**src/rtl/isa_irq_pkg.sv**
```systemverilog
`timescale 1ns/1ps
package isa_irq_pkg;
  typedef enum logic [1:0] {
    ACC_NONE = 2'd0,
    ACC_EOI  = 2'd1,
    ACC_MASK = 2'd2,
    ACC_VEC  = 2'd3
  } acc_kind_e;
endpackage

```
**src/rtl/irq_reg_decode.sv**
```systemverilog
`timescale 1ns/1ps
module irq_reg_decode
  import isa_irq_pkg::*;
#(
  parameter int NUM_BANKS  = 2,
  parameter int ADDR_W     = 3,
  parameter int BANK_IDX_W = 1
) (
  input  logic [ADDR_W-1:0]     addr_i,
  output acc_kind_e             kind_o,
  output logic [BANK_IDX_W-1:0] bank_o
);
  localparam int WIN_COUNT = 2 * NUM_BANKS;
  localparam logic [ADDR_W-1:0] VEC_ADDR = ADDR_W'(WIN_COUNT);

  always_comb begin
    kind_o = ACC_NONE;
    bank_o = BANK_IDX_W'(addr_i >> 1);
    if (int'(addr_i) < WIN_COUNT) begin
      kind_o = addr_i[0] ? ACC_MASK : ACC_EOI;
    end else if (addr_i == VEC_ADDR) begin
      kind_o = ACC_VEC;
    end
  end
endmodule

```
**src/rtl/irq_bank.sv**
```systemverilog
`timescale 1ns/1ps
module irq_bank #(
  parameter int BANK_W = 8
) (
  input  logic              clk,
  input  logic              rst_n,
  input  logic [BANK_W-1:0] irq_i,
  input  logic              eoi_wr_i,
  input  logic              mask_wr_i,
  input  logic [BANK_W-1:0] wr_data_i,
  output logic [BANK_W-1:0] pend_o,
  output logic [BANK_W-1:0] en_o
);
  logic [BANK_W-1:0] pend_d, pend_q;
  logic [BANK_W-1:0] en_d, en_q;
  logic              en_load;

  // A bank clear overrides the request level for one cycle.
  always_comb begin
    pend_d = eoi_wr_i ? '0 : irq_i;
  end

  // The mask byte is stored inverted: a written 1 blocks the line.
  always_comb begin
    en_load = mask_wr_i;
    en_d    = ~wr_data_i;
  end

  always_ff @(posedge clk or negedge rst_n) begin
    if (!rst_n) begin
      pend_q <= '0;
    end else begin
      pend_q <= pend_d;
    end
  end

  always_ff @(posedge clk or negedge rst_n) begin
    if (!rst_n) begin
      en_q <= '1;
    end else if (en_load) begin
      en_q <= en_d;
    end
  end

  assign pend_o = pend_q;
  assign en_o   = en_q;
endmodule

```
**src/rtl/irq_lowest_vec.sv**
```systemverilog
`timescale 1ns/1ps
module irq_lowest_vec #(
  parameter int N     = 16,
  parameter int IDX_W = 4
) (
  input  logic [N-1:0]     req_i,
  output logic [IDX_W-1:0] idx_o
);
  // Scan from the top so the lowest set bit is written last.
  always_comb begin
    idx_o = '0;
    for (int i = N - 1; i >= 0; i--) begin
      if (req_i[i]) begin
        idx_o = IDX_W'(i);
      end
    end
  end
endmodule

```
**src/rtl/isa_irq_mask_vec.sv**
```systemverilog
`timescale 1ns/1ps
module isa_irq_mask_vec
  import isa_irq_pkg::*;
#(
  parameter  int BANK_W     = 8,
  parameter  int NUM_BANKS  = 2,
  localparam int NUM_LINES  = BANK_W * NUM_BANKS,
  localparam int ADDR_W     = $clog2(2 * NUM_BANKS + 1),
  localparam int IDX_W      = $clog2(NUM_LINES),
  localparam int BANK_IDX_W = (NUM_BANKS > 1) ? $clog2(NUM_BANKS) : 1
) (
  input  logic                 clk,
  input  logic                 rst_n,
  input  logic [NUM_LINES-1:0] irq_in,
  input  logic [ADDR_W-1:0]    reg_addr,
  input  logic                 wr_en,
  input  logic [BANK_W-1:0]    wr_data,
  input  logic                 rd_en,
  output logic [NUM_LINES-1:0] rd_data,
  output logic                 cpu_irq
);
  acc_kind_e              acc_kind;
  logic [BANK_IDX_W-1:0]  acc_bank;
  logic [NUM_LINES-1:0]   pend_all;
  logic [NUM_LINES-1:0]   en_all;
  logic [NUM_LINES-1:0]   live;
  logic [IDX_W-1:0]       vec_idx;
  logic [NUM_LINES-1:0]   rd_d, rd_q;
  logic                   rd_load;

  irq_reg_decode #(
    .NUM_BANKS  (NUM_BANKS),
    .ADDR_W     (ADDR_W),
    .BANK_IDX_W (BANK_IDX_W)
  ) u_decode (
    .addr_i (reg_addr),
    .kind_o (acc_kind),
    .bank_o (acc_bank)
  );

  for (genvar b = 0; b < NUM_BANKS; b++) begin : g_bank
    logic hit;
    assign hit = (acc_bank == BANK_IDX_W'(b));

    irq_bank #(
      .BANK_W (BANK_W)
    ) u_bank (
      .clk       (clk),
      .rst_n     (rst_n),
      .irq_i     (irq_in[b*BANK_W +: BANK_W]),
      .eoi_wr_i  (wr_en && hit && (acc_kind == ACC_EOI)),
      .mask_wr_i (wr_en && hit && (acc_kind == ACC_MASK)),
      .wr_data_i (wr_data),
      .pend_o    (pend_all[b*BANK_W +: BANK_W]),
      .en_o      (en_all[b*BANK_W +: BANK_W])
    );
  end

  assign live    = pend_all & en_all;
  assign cpu_irq = |live;

  irq_lowest_vec #(
    .N     (NUM_LINES),
    .IDX_W (IDX_W)
  ) u_vec (
    .req_i (live),
    .idx_o (vec_idx)
  );

  // Read path: next value and load enable, then the register.
  always_comb begin
    rd_load = rd_en;
    unique case (acc_kind)
      ACC_MASK: rd_d = en_all;
      ACC_VEC:  rd_d = NUM_LINES'(vec_idx);
      default:  rd_d = '0;
    endcase
  end

  always_ff @(posedge clk or negedge rst_n) begin
    if (!rst_n) begin
      rd_q <= '0;
    end else if (rd_load) begin
      rd_q <= rd_d;
    end
  end

  assign rd_data = rd_q;
endmodule

```
**config.mk**
```make
export PLATFORM = sky130hd
export DESIGN_NAME = isa_irq_mask_vec
export DESIGN_NICKNAME = d
export VERILOG_FILES = /design/src/rtl/isa_irq_pkg.sv /design/src/rtl/irq_reg_decode.sv /design/src/rtl/irq_bank.sv /design/src/rtl/irq_lowest_vec.sv /design/src/rtl/isa_irq_mask_vec.sv
export SDC_FILE = /design/constraint.sdc
export NUM_CORES = 1
export LEC_CHECK = 0
export BUFFER_PORTS_ARGS = -buffer_cell sky130_fd_sc_hd__clkbuf_2
export CAP_MARGIN = 20
export CORE_AREA = 10 10 76 78
export DETAILED_ROUTE_END_ITERATION = 16
export DIE_AREA = 0 0 86 88
export GPL_TIMING_DRIVEN = 0
export PLACE_DENSITY_LB_ADDON = 0.12
export SLEW_MARGIN = 20
export SYNTH_ARGS = -nofsm -noshare
export SYNTH_HDL_FRONTEND = slang
export SYNTH_SLANG_ARGS = --single-unit
```
**constraint.sdc**
```tcl
create_clock -name clk -period 1.8 [get_ports clk]
set_input_delay 0.36 -clock clk [delete_from_list [all_inputs] [get_ports clk]]
set_output_delay 0.36 -clock clk [all_outputs]
set_load 0.005 [all_outputs]
```
==> flow_summary.yaml, run 1 <==
floorplanning:
  start_util_pct: 50.8
  dieArea_um2: 7570
  core_um2: 4290
  fp.dieH_um: 88
  rows: 24
  die_w_um: 86
  io_pins: 48
sta:
  fin_ws_ns: -0.0131
  fin_setup_tns_ns: -0.0131
  grt_setup_unrepaired: "yes"
  fin_crit_sh_pct: 101
  worstMarginPinSlew_ns: 0.606
  finalSetupViolations: 1
  fmax_mhz: 552
  final.setup_skew_ns: 0.00449
  slew_headroom_pct: 59.6
  drv_slew: 0
  whs_ns: 0.0977
  hold_viol_final: 0
  period_needed_ns: 1.81
detailed_routing:
  routed_wl_um: 4910
  postRouteAntennaNets: 0
  via_per_inst: 5.17
  drc: 0
  num_vias: 1658
  routedWlPerCell_um: 15.3
  firstDrtPassIters: 4
  dr.first_iter.drc_count: 85
cts:
  cts_tree: "done"
  root_buffer: "clkbuf_8"
  cts_buffer_depth: 2
  numCtsBuffers: 5
  worstSkewPairLatency_ns: 0.29
  clk_pin_slew_worst_paths_ns: 0.08
  cts.sinks: 48
  htree_levels: 2
placement:
  dp_hpwl_um: 3830
  port_buffers: 46
  gp_congestion: 0.867
  dpl_cell_area_um2: 2480
  placed_cells: 300
finish:
  nNetsFinal: 300
  fin_area_um2: 2690
  multi_input_area_um2: 876
  register_area_um2: 1220
  syn2layout_area_growth_pct: 23.4
  final_layout_size_suffix_gt1_share_pct: 43.1
  final_cells: 321
  nFillCells: 383
  layout_commonest_cell: "clkbuf_2"
  insertedDiodeCount: 0
  layout_common_cells: "45 x clkbuf_2, 32 x dfrtp_1, 27 x nand2_1"
global_routing:
  grt_pass1_wl_um: 8110
  gr-total-overflow: 0
  antenna_found_initial: 0
  grt_max_degree: 49
  grt_pass1_vias: 1701
  grt_usage_pct: 13.4
outcome:
  outcome: "finished, violations left"
  violations: "negative setup slack"
power:
  vdd_drop_max_mv: 0.523
  leakage_nw: 1.22
  p_total_mw: 2.54
  powerDensity_nw_per_um2: 945
setup_path:
  critPathKind: "reg2out"
  end_kind: "primary output"
  start_kind: "flop"
  cp.arrival_ns: 1.45
  cp-startpoint: "g_bank[0].u_bank.pend_o[3]$_DFF_PN0_"
  r2r-start: "g_bank[1].u_bank.pend_o[0]$_DFF_PN0_"
  timing.rr.end: "rd_data[3]$_DFFE_PN0P_"
  crit_end: "cpu_irq"
  reg2reg_depth: 8
  reg2reg_slack_ns: 0.19
  crit_path_max_fanout: 2
  cp.required_ns: 1.44
logic_synthesis:
  synth-seq-area-share_pct: 56.0
  yosys.area.top_type_share_pct: 36.7
  synth.net_count: 233
  yosys_warnings: 0
  synth_seq_cells: 48
  avgSynthCellArea_um2: 10.8
  async_flop_share_pct: 100
  syn-cell-area_um2: 2180
  synth_ff_type: "dfrtp_1"
  ys_top_cells_by_area: "dfrtp_1 37%, dfstp_2 19%, o21ai_2 6.4%, nand2_1 4.6%, nor2b_1 4.6%"
  synth_edf_count: 0
  synth_cells: 202
  synth_top_area_cell: "dfrtp_1"
  synthDistinctLibCells: 38
worst_hold_path:
  hold_path_class: "in2async"
run:
  cap_violations: 0
[per-stage QoR]
stage	setup WS, ns	utilization (%)
final	-0.0131	62.6
after global routing	-0.0657	62.6
after CTS	0.00159	62.1
after detailed placement	0.231	57.7
after global placement	0.256	57.6
after floorplan	0.474	-
[kinds of logic (layout without fill, tap and decap cells)]
group | count (synthesis) | in the layout | share of synthesized area, %
AO/OA/AOI/OAI | 57 | 57 | 19.5
buffers and inverters | 21 | 88 | 4.71
flip-flops | 48 | 48 | 56.0
AND/OR/NAND/NOR | 76 | 76 | 19.7
[sequential cells by signal, summed over array words and instances, names as in the netlist]
register	flops
rd_data	16
g_bank.u_bank.en_o	16
g_bank.u_bank.pend_o	16
[power by group]
group	total, mW	internal [mW]	switching [mW]
Combinational	0.528	0.277	0.251
Sequential	1.38	1.25	0.133
Clock	0.628	0.299	0.328
[final cells by class]
class	instances	area share [%]
Clock inverter	1	0.140
Inverter	13	1.81
Timing Repair Buffer	60	12.6
Multi-Input combinational cell	133	32.6
Buffer	8	2.00
Clock buffer	6	3.07
Tap cell	52	2.42
Sequential cell	48	45.4
[cells in the mapped netlist, types with 2 or more instances]
master    number
nand4_1        2
o21ai_2       16
a22oi_1        4
a31oi_1        3
clkbuf_1       4
a31o_2         2
inv_1         13
and2_1         2
nor2_1         4
dfstp_2       16
nand2_1       27
nand3_1       15
dfrtp_1       32
a22o_1         4
o21ai_0       14
a21oi_1        4
a31o_1         2
nor2b_1       16
buf_6          3
[metal layers]
| metal | global-route usage [%] | share of wire (%) | vias up | routed length (um) |
|---|---|---|---|---|
| met1 | 16.5 | 45 | 767 | 2220 |
| li1 | - | - | 840 | - |
| met4 | 4.34 | 1.8 | 0 | 86 |
| met2 | 21.2 | 47 | 43 | 2320 |
| met3 | 5.11 | 6.0 | 8 | 293 |
| met5 | 0 | 0 | - | 0 |
[critical path, cell delays in order, from the launching register on]
cell and delay [ns]:
dfrtp_1 0.39, a22o_1 0.26, nor3_2 0.24, nand4b_1 0.13
clkbuf_2 0.13
[worst min path at each step]
stage | start | endpoint | slack (ns)
2_1_floorplan | rst_n | g_bank[0].u_bank.pend_o[0]$_DFF_PN0_ | 0.06
3_3_place_gp | g_bank[1].u_bank.en_o[1]$_DFFE_PN1P_ | g_bank[1].u_bank.en_o[1]$_DFFE_PN1P_ | 0.49
3_5_place_dp | rst_n | rd_data[11]$_DFFE_PN0P_ | 0.44
4_1_cts | rst_n | rd_data[7]$_DFFE_PN0P_ | 0.11
5_1_grt | rst_n | rd_data[8]$_DFFE_PN0P_ | 0.14
6_report | rst_n | rd_data[15]$_DFFE_PN0P_ | 0.1
[repair_timing]
action | CTS | global route
setup endpoints to repair | 1 | 2
buffers inserted | 11 | 4
gates resized for setup | 4 | 0
hold endpoints to repair | 0 | 0
hold buffers | 0 | 0
pin swaps | 7 | 5
No activity file was read; power rests on OpenSTA's default activity.
==> inputs of run 2 (changes only) <==
--- a/config.mk
+++ b/config.mk
@@ -12,6 +12,7 @@
 export DIE_AREA = 0 0 86 88
 export GPL_TIMING_DRIVEN = 0
 export PLACE_DENSITY_LB_ADDON = 0.12
+export REMOVE_ABC_BUFFERS = 1
 export SLEW_MARGIN = 20
 export SYNTH_ARGS = -nofsm -noshare
 export SYNTH_HDL_FRONTEND = slang
==> run 2 against run 1 <==
Against the previous run:
- the run still ends with negative setup slack left
- wire length shrank 3.2%
- register-to-register slack better by 0.14 ns
- combinational power down 10%
- sequential share of layout area rose by 1.1 points
- critical endpoint unchanged
- largest power group unchanged
==> flow_summary.yaml, run 2 (same netlist as run 1, synthesis figures left out) <==
setup_path:
  end_kind: "primary output"
  crit_chain: "a22o_1, nor3_2, nand4b_1, clkbuf_2"
  crit_path_max_fanout: 2
  cp.arrival_ns: 1.46
  reg2reg_depth: 5
  slowest_stage: "dfrtp_1"
  reg2reg_slack_ns: 0.33
  r2r-start: "g_bank[1].u_bank.pend_o[4]$_DFF_PN0_"
  cp.required_ns: 1.44
  start_kind: "flop"
  critPathMaxStageDelay_ns: 0.40
  timing.rr.end: "rd_data[2]$_DFFE_PN0P_"
  critPathKind: "reg2out"
floorplanning:
  io_pins: 48
  fp.dieH_um: 88
  dieArea_um2: 7570
  die_w_um: 86
  core_um2: 4290
  rows: 24
  start_util_pct: 50.8
cts:
  cts_hold_buf: 0
  htree_levels: 2
  clk_pin_slew_worst_paths_ns: 0.08
  worstSkewPairLatency_ns: 0.30
  cts_tree: "done"
  cts.sinks: 48
  numCtsBuffers: 5
  root_buffer: "clkbuf_8"
  cts_buffer_depth: 2
finish:
  final_layout_size_suffix_gt1_share_pct: 41.7
  nFillCells: 393
  layout_common_cells: "46 x clkbuf_2, 32 x dfrtp_1, 27 x nand2_1"
  nNetsFinal: 285
  layout_commonest_cell: "clkbuf_2"
  final_util_pct: 61.2
  final_cells: 306
  insertedDiodeCount: 0
  syn2layout_area_growth_pct: 20.6
placement:
  dp_hpwl_um: 3500
  placed_cells: 293
  gp_congestion: 0.778
  port_buffers: 47
sta:
  worstMarginPinSlew_ns: 0.652
  fin_setup_tns_ns: -0.0156
  slew_headroom_pct: 56.6
  final.setup_skew_ns: 0.00280
  fin_crit_sh_pct: 101
  period_needed_ns: 1.82
  drv_slew: 0
  fin_ws_ns: -0.0156
  grt_setup_unrepaired: "yes"
  fmax_mhz: 551
  hold_viol_final: 0
  finalSetupViolations: 1
detailed_routing:
  postRouteAntennaNets: 0
  num_vias: 1616
  firstDrtPassIters: 4
  dr.first_iter.drc_count: 61
  routed_wl_um: 4760
  routedWlPerCell_um: 15.5
  drc: 0
  via_per_inst: 5.28
power:
  p_int_mw: 2.03
  combPwrFrac_pct: 17.2
  swShare_pct: 26.0
  p_seq_share_pct: 49.9
  powerDensity_nw_per_um2: 1040
  netSwitchingPower_mw: 0.714
  clkPwrFrac_pct: 32.8
  vdd_drop_max_mv: 0.624
  p_total_mw: 2.74
  leakage_nw: 1.18
run:
  cap_violations: 0
global_routing:
  gr-total-overflow: 0
  grt_pass1_wl_um: 8000
  antenna_found_initial: 0
  grt_max_degree: 49
  grt_usage_pct: 13.1
  grt_pass1_vias: 1675
outcome:
  outcome: "finished, violations left"
  violations: "negative setup slack"
worst_hold_path:
  hold_path_class: "in2async"
run 2: changes by cell type in the layout (fill, tap and decap cells not counted), sizes merged:
cell    previous run  this run
buf               18         6
clkbuf            56        52
bufinv             0         2
clkinv             1         0
run 2: per-stage QoR:
| step | hold WS (ns) | area [um^2] | setup WS [ns] |
|---|---|---|---|
| after global routing | 0.137 | 2630 | -0.0671 |
| after global placement | 0.482 | 2430 | -0.173 |
| after CTS | 0.121 | 2620 | -0.0209 |
| after floorplan | 0.0644 | 2130 | 0.346 |
| final | 0.0950 | 2630 | -0.0156 |
| after detailed placement | 0.454 | 2430 | -0.212 |
run 2: how the worst max path moves through the flow:
| stage | start | to |
|---|---|---|
| detailed placement | reg_addr[0] | g_bank[1].u_bank.en_o[3]$_DFFE_PN1P_ |
| floorplan | reg_addr[0] | g_bank[0].u_bank.en_o[0]$_DFFE_PN1P_ |
| CTS | g_bank[0].u_bank.pend_o[3]$_DFF_PN0_ | cpu_irq |
| global route | g_bank[0].u_bank.pend_o[3]$_DFF_PN0_ | cpu_irq |
| global placement | reg_addr[0] | g_bank[1].u_bank.en_o[4]$_DFFE_PN1P_ |
| finish | g_bank[0].u_bank.pend_o[3]$_DFF_PN0_ | cpu_irq |
run 2: what timing repair did:
item,4_1_cts,5_1_grt
gates resized for setup,4,1
buffers inserted,6,0
pin swaps,7,0
setup endpoints to repair,1,2
endpoints found under the hold margin,0,0
run 2: power by group through the flow:
stage / combinational (mW) / clock (mW) / sequential (mW)
global route: 0.536 / 0.952 / 1.39
global placement: 0.426 / 0 / 1.39
floorplan: 0.264 / 0 / 1.36
detailed placement: 0.436 / 0 / 1.39
finish: 0.473 / 0.901 / 1.37
CTS: 0.480 / 0.918 / 1.37
run 2: worst max-delay path, delay by kind of cell, from the launching register on:
family / cells / cell delay [ns]
flops: 1 / 0.40
simple gates: 2 / 0.36
compound gates: 1 / 0.26
buf+inv: 1 / 0.13
run 2: layout make-up:
class	instances	area, um^2	share of cell area (%)
clock buffer	5	68.8	2.62
clock inverter	2	60.1	2.29
inverter	13	48.8	1.86
multi-input combinational	133	881	33.5
sequential	48	1220	46.5
tap	52	65.1	2.48
timing repair buffer	53	283	10.8
run 2: layer usage:
layer,global-route usage [%],up-vias,part of all wire [%]
met5,0,-,0
met4,5.39,0,1.3
met3,5.11,6,6.6
met2,19.5,37,46
met1,16.7,768,46
li1,-,805,-
==> inputs of run 3 (changes only) <==
--- a/config.mk
+++ b/config.mk
@@ -7,9 +7,9 @@
 export LEC_CHECK = 0
 export BUFFER_PORTS_ARGS = -buffer_cell sky130_fd_sc_hd__clkbuf_2
 export CAP_MARGIN = 20
-export CORE_AREA = 10 10 76 78
+export CORE_AREA = 10 10 78 80
 export DETAILED_ROUTE_END_ITERATION = 16
-export DIE_AREA = 0 0 86 88
+export DIE_AREA = 0 0 88 90
 export GPL_TIMING_DRIVEN = 0
 export PLACE_DENSITY_LB_ADDON = 0.12
 export REMOVE_ABC_BUFFERS = 1
==> run 3 against run 2 <==
Against the previous run:
- the run now ends clean
- die area is 4.7% higher
- largest cell class unchanged
- flip-flop and latch count is the same
- maximum frequency increased by 2.2%
- largest power group unchanged
- sequential power hardly changed
==> flow_summary.yaml, run 3 (same netlist as run 1, synthesis figures left out) <==
outcome:
  outcome: "finished clean"
detailed_routing:
  routedWlPerCell_um: 15.7
  dr.first_iter.drc_count: 92
  postRouteAntennaNets: 0
  drc: 0
  routed_wl_um: 4840
  firstDrtPassIters: 4
  num_vias: 1645
  via_per_inst: 5.32
floorplanning:
  rows: 25
  dieArea_um2: 7920
  die_w_um: 88
  start_util_pct: 47.4
  core_um2: 4600
  fp.dieH_um: 90
  io_pins: 48
sta:
  fin_crit_sh_pct: 98.7
  grt_setup_unrepaired: "yes"
  fin_ws_ns: 0.0235
  worstMarginPinSlew_ns: 0.654
  period_needed_ns: 1.78
  fmax_mhz: 563
  fin_setup_tns_ns: 0
  drv_slew: 0
  final.setup_skew_ns: 0.00783
  hold_viol_final: 0
  finalSetupViolations: 0
  whs_ns: 0.104
  slew_headroom_pct: 56.4
power:
  vdd_drop_max_mv: 0.513
  clkPwrFrac_pct: 24.8
  powerDensity_nw_per_um2: 952
  p_int_mw: 1.75
  p_seq_share_pct: 55.9
  netSwitchingPower_mw: 0.710
  combPwrFrac_pct: 19.3
  swShare_pct: 28.9
  leakage_nw: 1.16
cts:
  root_buffer: "clkbuf_8"
  cts_tree: "done"
  numCtsBuffers: 5
  clk_pin_slew_worst_paths_ns: 0.08
  worstSkewPairLatency_ns: 0.30
  cts_buffer_depth: 2
  cts_hold_buf: 0
  cts.sinks: 48
  htree_levels: 2
setup_path:
  start_kind: "flop"
  slowest_stage: "dfstp_2"
  end_kind: "primary output"
  r2r-start: "g_bank[1].u_bank.pend_o[6]$_DFF_PN0_"
  crit_chain: "a22o_1, nor3_2, nand4b_1, clkbuf_2"
  critPathKind: "reg2out"
  critPathMaxStageDelay_ns: 0.40
  reg2reg_depth: 5
  cp.arrival_ns: 1.42
  reg2reg_slack_ns: 0.32
  crit_path_max_fanout: 5
  timing.rr.end: "rd_data[2]$_DFFE_PN0P_"
  cp.required_ns: 1.44
placement:
  gp_congestion: 0.795
  dp_hpwl_um: 3480
  placed_cells: 295
  place_ws_ns: -0.208
  port_buffers: 47
global_routing:
  antenna_found_initial: 0
  grt_max_degree: 49
  grt_usage_pct: 12.6
  gr-total-overflow: 0
  grt_pass1_vias: 1725
  grt_pass1_wl_um: 8130
finish:
  insertedDiodeCount: 0
  final_util_pct: 56.2
  multi_input_area_um2: 881
  layout_common_cells: "46 x clkbuf_2, 32 x dfrtp_1, 27 x nand2_1"
  final_cells: 309
  final_layout_size_suffix_gt1_share_pct: 41.6
  nFillCells: 412
  layout_commonest_cell: "clkbuf_2"
  register_area_um2: 1220
  nNetsFinal: 286
  syn2layout_area_growth_pct: 18.7
worst_hold_path:
  hold_path_class: "in2async"
run:
  cap_violations: 0
[run 3: changes by cell type in the layout (fill, tap and decap cells not counted), sizes merged]
| cell | delta |
|---|---|
| bufinv | -2 |
| clkinv | +1 |
| buf | +1 |
| clkbuf | +1 |
[run 3: power groups by stage]
stage	combinational [mW]	clock [mW]	sequential (mW)
5_1_grt	0.538	0.655	1.40
2_1_floorplan	0.264	0	1.36
3_3_place_gp	0.427	0	1.39
3_5_place_dp	0.434	0	1.39
4_1_cts	0.475	0.623	1.37
6_report	0.475	0.610	1.38
[run 3: worst max-delay path by stage]
stage                                              start                              endpoint  depth (start not counted)
finish              g_bank[0].u_bank.en_o[5]$_DFFE_PN1P_                               cpu_irq                          4
global route        g_bank[1].u_bank.pend_o[4]$_DFF_PN0_                               cpu_irq                          4
CTS                 g_bank[1].u_bank.pend_o[6]$_DFF_PN0_                               cpu_irq                          4
detailed placement                           reg_addr[0]  g_bank[1].u_bank.en_o[5]$_DFFE_PN1P_                          5
global placement                             reg_addr[0]  g_bank[1].u_bank.en_o[6]$_DFFE_PN1P_                          5
floorplan                                    reg_addr[0]  g_bank[0].u_bank.en_o[0]$_DFFE_PN1P_                          4
[run 3: layout make-up]
class / instances / area share [%]
clock buffers: 6 / 2.81
clock inverters: 1 / 0.194
inverters: 13 / 1.89
multi-input cells: 133 / 34.1
flip-flops and latches: 48 / 47.2
well taps: 54 / 2.61
repair buffers: 54 / 11.2
[run 3: per-stage QoR]
| stage | power [mW] | cell area (um^2) |
|---|---|---|
| floorplan | 1.62 | 2130 |
| global route | 2.59 | 2590 |
| CTS | 2.47 | 2570 |
| global placement | 1.81 | 2430 |
| detailed placement | 1.82 | 2430 |
| finish | 2.46 | 2590 |
[run 3: what timing repair did]
item | CTS | global route
resized for setup | 4 | 1
setup buffers | 6 | 1
endpoints found under the setup margin | 1 | 14
hold endpoints to repair | 0 | 0
pin swaps | 7 | 2
[run 3: worst max-delay path: cells and delay by family (launching register included)]
kind	cells	cell delay (ns)
AO/OA/AOI/OAI	1	0.26
buffers and inverters	1	0.13
flip-flops	1	0.40
AND/OR/NAND/NOR	2	0.33
[run 3: layer usage]
layer	track usage, %	vias to the layer above	wire length [um]
met3	4.42	6	358
met1	16.2	794	2220
met5	0	-	0
met2	18.9	39	2190
li1	-	806	-
met4	4.39	0	68
